File: config.mk
export PLATFORM = sky130hd
export DESIGN_NAME = dbg_entry_ctrl
export DESIGN_NICKNAME = d
export VERILOG_FILES = /design/src/rtl/dbg_entry_pkg.sv /design/src/rtl/dbg_tag_pipe.sv /design/src/rtl/dbg_wp_track.sv /design/src/rtl/dbg_entry_arb.sv /design/src/rtl/dbg_entry_ctrl.sv
export SDC_FILE = /design/constraint.sdc
export NUM_CORES = 1
export LEC_CHECK = 0
export BUFFER_PORTS_ARGS = -buffer_cell sky130_fd_sc_hd__clkbuf_2
export CORE_MARGIN = 5
export CORE_UTILIZATION = 38
export DETAILED_ROUTE_END_ITERATION = 10
export GPL_TIMING_DRIVEN = 0
export PLACE_DENSITY_LB_ADDON = 0.2
export SLEW_MARGIN = 20
export SYNTH_ARGS = -nofsm -noshare
export SYNTH_HDL_FRONTEND = slang
export SYNTH_HIERARCHICAL = 1
export SYNTH_SLANG_ARGS = --single-unit
File: constraint.sdc
create_clock -name clk_i -period 1.2 [get_ports clk_i]
set_input_delay 0.3 -clock clk_i [delete_from_list [all_inputs] [get_ports clk_i]]
set_output_delay 0.3 -clock clk_i [all_outputs]
set_load 0.02 [all_outputs]
File: src/rtl/dbg_entry_pkg.sv
package dbg_entry_pkg;
  typedef enum logic [1:0] {
    CAUSE_NONE = 2'b00,
    CAUSE_BKPT = 2'b01,
    CAUSE_WP   = 2'b10
  } cause_e;
endpackage

File: src/rtl/dbg_tag_pipe.sv
module dbg_tag_pipe #(
  parameter int DEPTH = 2
) (
  input  logic clk_i,
  input  logic rst_ni,
  input  logic tag_in_i,
  input  logic advance_i,
  input  logic flush_i,
  input  logic consume_i,
  output logic exe_tag_o
);
  logic [DEPTH-1:0] tag_q;

  for (genvar i = 0; i < DEPTH; i++) begin : g_stage
    logic nxt;
    if (i == 0) begin : g_first
      assign nxt = tag_in_i;
    end else begin : g_rest
      assign nxt = tag_q[i-1];
    end
    always_ff @(posedge clk_i or negedge rst_ni) begin
      if (!rst_ni)        tag_q[i] <= 1'b0;
      else if (flush_i)   tag_q[i] <= 1'b0;
      else if (advance_i) tag_q[i] <= nxt;
      else if (consume_i && i == DEPTH-1) tag_q[i] <= 1'b0;
    end
  end

  assign exe_tag_o = tag_q[DEPTH-1];
endmodule

File: src/rtl/dbg_wp_track.sv
module dbg_wp_track (
  input  logic clk_i,
  input  logic rst_ni,
  input  logic wp_match_i,
  input  logic instr_done_i,
  input  logic take_i,
  output logic ready_o
);
  logic pend_q;

  assign ready_o = (pend_q | wp_match_i) & instr_done_i;

  always_ff @(posedge clk_i or negedge rst_ni) begin
    if (!rst_ni)         pend_q <= 1'b0;
    else if (take_i)     pend_q <= 1'b0;
    else if (wp_match_i) pend_q <= 1'b1;
  end
endmodule

File: src/rtl/dbg_entry_arb.sv
module dbg_entry_arb
  import dbg_entry_pkg::*;
#(
  parameter int MODE_W = 5
) (
  input  logic              clk_i,
  input  logic              rst_ni,
  input  logic              bp_ready_i,
  input  logic              wp_ready_i,
  input  logic              monitor_i,
  input  logic              restart_i,
  input  logic              exc_pending_i,
  input  logic [MODE_W-1:0] exc_mode_i,
  input  logic [MODE_W-1:0] cur_mode_i,
  output logic              bp_take_o,
  output logic              wp_take_o,
  output logic              dbg_req_o,
  output logic              in_debug_o,
  output cause_e            cause_o,
  output logic [MODE_W-1:0] mode_o,
  output logic              pabort_o,
  output logic              dabort_o
);
  logic              req_q, dbg_q, pab_q, dab_q;
  cause_e            cause_q;
  logic [MODE_W-1:0] mode_q;
  logic              enter;

  // watchpoint is the older access: it wins in halt mode
  always_comb begin
    wp_take_o = wp_ready_i && (monitor_i || !dbg_q);
    bp_take_o = bp_ready_i && (monitor_i || (!dbg_q && !wp_ready_i));
    enter     = !monitor_i && (wp_take_o || bp_take_o);
  end

  always_ff @(posedge clk_i or negedge rst_ni) begin
    if (!rst_ni) begin
      req_q   <= 1'b0;
      dbg_q   <= 1'b0;
      pab_q   <= 1'b0;
      dab_q   <= 1'b0;
      cause_q <= CAUSE_NONE;
      mode_q  <= '0;
    end else begin
      req_q <= enter;
      pab_q <= monitor_i && bp_take_o;
      dab_q <= monitor_i && wp_take_o;
      if (enter) begin
        dbg_q   <= 1'b1;
        cause_q <= wp_take_o ? CAUSE_WP : CAUSE_BKPT;
        mode_q  <= exc_pending_i ? exc_mode_i : cur_mode_i;
      end else if (restart_i) begin
        dbg_q <= 1'b0;
      end
    end
  end

  assign dbg_req_o  = req_q;
  assign in_debug_o = dbg_q;
  assign cause_o    = cause_q;
  assign mode_o     = mode_q;
  assign pabort_o   = pab_q;
  assign dabort_o   = dab_q;
endmodule

File: src/rtl/dbg_entry_ctrl.sv
module dbg_entry_ctrl
  import dbg_entry_pkg::*;
#(
  parameter int MODE_W    = 5,
  parameter int TAG_DEPTH = 2
) (
  input  logic              clk_i,
  input  logic              rst_ni,
  input  logic              fetch_valid_i,
  input  logic              bkpt_match_i,
  input  logic              advance_i,
  input  logic              flush_i,
  input  logic              wp_match_i,
  input  logic              instr_done_i,
  input  logic              monitor_mode_i,
  input  logic              restart_i,
  input  logic              exc_pending_i,
  input  logic [MODE_W-1:0] exc_mode_i,
  input  logic [MODE_W-1:0] cur_mode_i,
  output logic              exec_suppress_o,
  output logic              dbg_req_o,
  output logic              in_debug_o,
  output logic [1:0]        cause_o,
  output logic [MODE_W-1:0] dbg_mode_o,
  output logic              pabort_o,
  output logic              dabort_o
);
  logic   exe_tag, wp_ready, bp_take, wp_take;
  cause_e cause;

  dbg_tag_pipe #(.DEPTH(TAG_DEPTH)) u_tags (
    .clk_i     (clk_i),
    .rst_ni    (rst_ni),
    .tag_in_i  (fetch_valid_i & bkpt_match_i),
    .advance_i (advance_i),
    .flush_i   (flush_i),
    .consume_i (bp_take),
    .exe_tag_o (exe_tag)
  );

  dbg_wp_track u_wp (
    .clk_i        (clk_i),
    .rst_ni       (rst_ni),
    .wp_match_i   (wp_match_i),
    .instr_done_i (instr_done_i),
    .take_i       (wp_take),
    .ready_o      (wp_ready)
  );

  dbg_entry_arb #(.MODE_W(MODE_W)) u_arb (
    .clk_i         (clk_i),
    .rst_ni        (rst_ni),
    .bp_ready_i    (exe_tag),
    .wp_ready_i    (wp_ready),
    .monitor_i     (monitor_mode_i),
    .restart_i     (restart_i),
    .exc_pending_i (exc_pending_i),
    .exc_mode_i    (exc_mode_i),
    .cur_mode_i    (cur_mode_i),
    .bp_take_o     (bp_take),
    .wp_take_o     (wp_take),
    .dbg_req_o     (dbg_req_o),
    .in_debug_o    (in_debug_o),
    .cause_o       (cause),
    .mode_o        (dbg_mode_o),
    .pabort_o      (pabort_o),
    .dabort_o      (dabort_o)
  );

  assign exec_suppress_o = exe_tag;
  assign cause_o         = cause;
endmodule

==> After elaboration in Yosys (flattened, before gate mapping) <==
Index checks and enable logic that the tools add are counted.
{ "totals": {"ram_bits": 0, "in_bits": 21, "ff_bits": 14, "n_memories": 0, "mem_bits_ro": 0, "latch_bits": 0, "out_inout_bits": 12} }
{ "op_classes": {"n_addsub": 0, "bitwise": 3, "n_eq_ne": 0, "n_div": 0, "shifts": 0, "n_reduce_logical": 16, "multipliers": 0, "n_lt_le_gt_ge": 0, "n_mux": 11} }
{ "op_table": {"columns": ["operator", "count"], "rows": [
  ["$mux W1", 9],
  ["$logic_and A1 B1 Y1", 6],
  ["$reduce_bool A2 Y1", 3],
  ["$mux W5", 1],
  ["$logic_not A1 Y1", 3],
  ["$logic_or A1 B1 Y1", 3],
  ["$reduce_bool A3 Y1", 1],
  ["$and A1 B1 Y1", 2],
  ["$mux W2", 1],
  ["$or A1 B1 Y1", 1]
]} }

==> Depth between registers and ports, before layout <==
{ "logic_depth": {"ltp_word": 9, "ltp_mapped": 5, "mapped_depth_nobuf": 5} }

==> Modules after synthesis <==
The synthesis kept the hierarchy.
{ "by_module_without_submodules": {"columns": ["mod", "cells_each", "area_each_um2", "n_inst"], "rows": [
  ["dbg_entry_arb", 35, 500.5, 1],
  ["dbg_tag_pipe", 7, 81.3, 1],
  ["dbg_wp_track", 3, 42.5, 1],
  ["dbg_entry_ctrl", 1, 6.3, 1]
]} }

==> Worst setup path after synthesis <==
No wires, ideal clock.
{ "synth_path": {"path_kind": "register to register", "start": "register u_wp.pend_q", "end": "register u_arb.mode_q[0], in the netlist u_arb/mode_o[0]", "required_time_ns": 1.075, "setup_slack_ns": -0.125, "path_buffers": 0, "arrival_ns": 1.200, "path_stages_with_launch": 4, "period_less_slack_ns": 1.325, "path_cell_list": "dfrtp_1 o21a_1 o21ai_4 mux2_4"} }
{ "synth_via": {"elab_chain_cells": 8, "elab_cells_between_ends": 9} }
{ "synth_lines": {"columns": ["item", "line_no", "source"], "rows": [
  ["from (decl)", "dbg_wp_track.sv:9", "logic pend_q;"],
  ["from (signal assigned)", "dbg_wp_track.sv:14", "if (!rst_ni) pend_q <= 1'b0;"],
  ["from (signal assigned)", "dbg_wp_track.sv:15", "else if (take_i) pend_q <= 1'b0;"],
  ["from (signal assigned)", "dbg_wp_track.sv:16", "else if (wp_match_i) pend_q <= 1'b1;"],
  ["$or A1 B1 Y1 *", "dbg_wp_track.sv:11", "assign ready_o = (pend_q | wp_match_i) & instr_done_i;"],
  ["$and A1 B1 Y1 *", "dbg_wp_track.sv:11", null],
  ["via wp_ready", "dbg_entry_ctrl.sv:28", "logic exe_tag, wp_ready, bp_take, wp_take;"],
  ["$logic_not A1 Y1", "dbg_entry_arb.sv:32", "bp_take_o = bp_ready_i && (monitor_i || (!dbg_q && !wp_ready_i));"],
  ["$logic_and A1 B1 Y1", "dbg_entry_arb.sv:32", null],
  ["$logic_or A1 B1 Y1", "dbg_entry_arb.sv:32", null],
  ["$logic_and A1 B1 Y1", "dbg_entry_arb.sv:32", null],
  ["$logic_or A1 B1 Y1 *", "dbg_entry_arb.sv:33", "enter = !monitor_i && (wp_take_o || bp_take_o);"],
  ["$logic_and A1 B1 Y1 *", "dbg_entry_arb.sv:33", null],
  ["to (signal assigned)", "dbg_entry_arb.sv:51", "mode_q <= exc_pending_i ? exc_mode_i : cur_mode_i;"],
  ["to (decl)", "dbg_entry_arb.sv:26", "logic [MODE_W-1:0] mode_q;"]
]} }
Mark *: on every way through the listed nets, which the timed path passes. The rest lies on a longest branch.
A chain may end at the register's enable or synchronous reset.

==> Final worst setup path <==
{ "layout_path": {"start": "register u_wp.pend_q", "end": "register u_arb.mode_q[3], in the netlist u_arb/mode_o[3]"} }
Same word-level chain as after synthesis.

==> impl_metrics.tcl <==
set metrics [dict create \
    num-fill-cells 131 \
    crit_type "reg -> reg" \
    yosysSeqAreaShare 0.556 \
    ys_ff_latch 14 \
    grt.overflow.total 0 \
    root_buffer "clkbuf_4" \
    start_kind "flip-flop" \
    max_freq_mhz 768 \
    busiest_layer "met2" \
    cts_tree "done" \
    clock_path_buffers 2 \
    cp_slowest_stage_delay_ns 0.39 \
    wl_per_cell_um 12.7 \
    period_minus_slack_ns 1.30 \
    hold_class "in -> reg" \
    violations "negative setup slack" \
    post-place-ws_ns -0.219 \
    ir_drop_mv 0.830 \
    postSynthCellCount 46 \
    use_met1 0.132 \
    dr.pass1.iters 1 \
    port_buffers 32 \
    dp_cells 94 \
    dp_hpwl_um 960 \
    yosys_warnings 6 \
    clock-sinks 14 \
    crit_chain "o21a_4, o21ai_4, buf_12, mux2_4" \
    final_nets 110 \
    clkTransAtPathRegs_ns 0.09 \
    setup_viol 7 \
    area_delta_synth_final_pct 47.6 \
    antenna_found_initial 0 \
    rows 14 \
    slew_violations 0 \
    core_um2 1540 \
    synth_largest_type_area_fraction 0.556 \
    fp.dieW_um 50.7 \
    end_kind "flip-flop" \
    drt-total-wl_um 1320 \
    status "finished with violations" \
    insertion_delay_ns 0.28 \
    synth.largest_area_cell "dfrtp_1" \
    crit_required_ns 1.37 \
    grtUsageTotal 0.114 \
    crit_path_max_fanout 5 \
    critPathArrivalTime_ns 1.48 \
    crit_path_top_delay_cell "dfrtp_1" \
    worst_pin_slew_ns 0.348 \
    diodes 0 \
    grtUsageMet3 0.0680 \
    met2_usage 0.180 \
    grt_max_degree 15 \
    io_pins 33 \
    routabilityCongestion 0.710 \
    drv_cap 0 \
    grt_setup_unrepaired "true" \
    total_leakage_power_nw 0.495 \
    max-slew-margin-rel 0.768 \
    finalClockSkew_ns 0.00284 \
    die-area_um2 2570 \
    cts-buffers-inserted 3 \
    ys_types 16 \
    finalWorstSetupSlack_ns -0.103 \
    syn_avg_cell_area_um2 13.7 \
    synthTopCellsByArea "dfrtp_1 56%, mux2_4 12%, mux2_2 8.9%" \
    p_per_area_nw_per_um2 1440 \
    drcViolationCount 0 \
    vias 512 \
    hold_viol 0 \
    drt_iter0_drc 0 \
    synth_fp_nets 67 \
    die_h_um 50.7 \
    largest_reg_flops 5 \
    start_util 0.409 \
    vias_per_cell 4.92 \
    layout-drive-gt1-share 0.636 \
    min_period_over_period 1.09 \
    grt_pass1_vias 548 \
    ant_nets 0 \
    finalNonFillerCells 104 \
    htreeDepth 1 \
    syn-cell-area_um2 631 \
    grt_pass1_wl_um 2210 \
]
-- per-layer routing --
metal / wire length, um / vias up
met2: 597 / 25
met1: 572 / 241
met3: 151 / 0
met5: 0 / -
met4: 0 / 0
li1: - / 246
-- power by group --
part / internal [mW] / leakage, nW / total (mW) / switching [mW]
Combinational: 0.214 / 0.303 / 0.406 / 0.192
Sequential: 0.548 / 0.171 / 0.594 / 0.0461
Clock: 0.185 / 0.0210 / 0.340 / 0.156
-- synth_stat cells --
cell,number
a21oi_1,3
o21ba_1,1
o21ai_4,1
or3b_1,1
a22o_1,1
dfrtp_1,14
o21a_1,3
nand2_1,2
mux2_2,5
nor2_4,1
mux2i_1,1
mux2_4,5
and2_1,3
o21ai_0,1
inv_1,2
nor2_1,2
-- path summary, 6_finish.rpt --
path                             startpoint                to  slack (ns)  depth (start not counted)
hold reg to reg            u_arb/cause_o[1]  u_arb/cause_o[1]        0.52                          1
min in group asynchronous            rst_ni   u_arb/mode_o[2]        0.45                          2
hold / removal                      flush_i  u_tags/exe_tag_o        0.18                          2
setup reg to reg                u_wp/pend_q   u_arb/mode_o[3]       -0.10                          4
setup / recovery                u_wp/pend_q   u_arb/mode_o[3]       -0.10                          4
max in group asynchronous            rst_ni  u_tags/exe_tag_o        0.47                          2
-- kinds of logic (layout without fill, tap and decap cells) --
family | Yosys count | count (layout) | synth area share
flops | 14 | 14 | 0.556
mux | 11 | 11 | 0.224
compound gates | 10 | 10 | 0.123
simple gates | 9 | 9 | 0.0853
buf+inv | 2 | 44 | 0.0119
-- layout make-up --
| type | count | area, um2 | area share |
|---|---|---|---|
| clock buffers | 4 | 36.3 | 0.0390 |
| inverters | 2 | 7.51 | 0.00806 |
| multi-input cells | 30 | 280 | 0.301 |
| flip-flops and latches | 14 | 353 | 0.379 |
| well taps | 16 | 20.0 | 0.0215 |
| repair buffers | 38 | 234 | 0.251 |
-- critical path, delay by kind of cell, from the launching register on --
family | cells | cell delay (ns)
flops | 1 | 0.39
compound gates | 2 | 0.37
mux | 1 | 0.29
buf+inv | 1 | 0.14
-- cell usage in the layout, fill, tap and decap left out, drive strengths merged --
cell / count
and2: 3
a22o: 1
mux2i: 1
clkbuf: 35
a21oi: 3
nor2: 3
mux2: 10
o21a: 3
or3b: 1
inv: 2
dlygate4sd3: 1
o21ba: 1
nand2: 2
o21ai: 2
buf: 6
dfrtp: 14
-- timing repair --
action	in CTS	in global routing
hold buffers	1	0
gates resized for setup	4	2
gates cloned	0	0
setup buffers	4	1
pin swaps	1	1
hold endpoints to repair	14	0
endpoints found under the setup margin	9	10
-- per-stage QoR --
step	area, um2	total power, mW	setup TNS, ns	hold slack, ns	utilization
after CTS	908	1.35	-1.07	0.170	0.589
after floorplan	633	0.831	-0.370	0.00441	-
after detailed placement	813	0.969	-1.28	0.220	0.528
after global placement	813	0.965	-1.23	0.225	0.528
after global routing	931	1.43	-0.937	0.160	0.604
final	931	1.34	-0.583	0.176	0.604
Power figures use the tool's default switching activity.
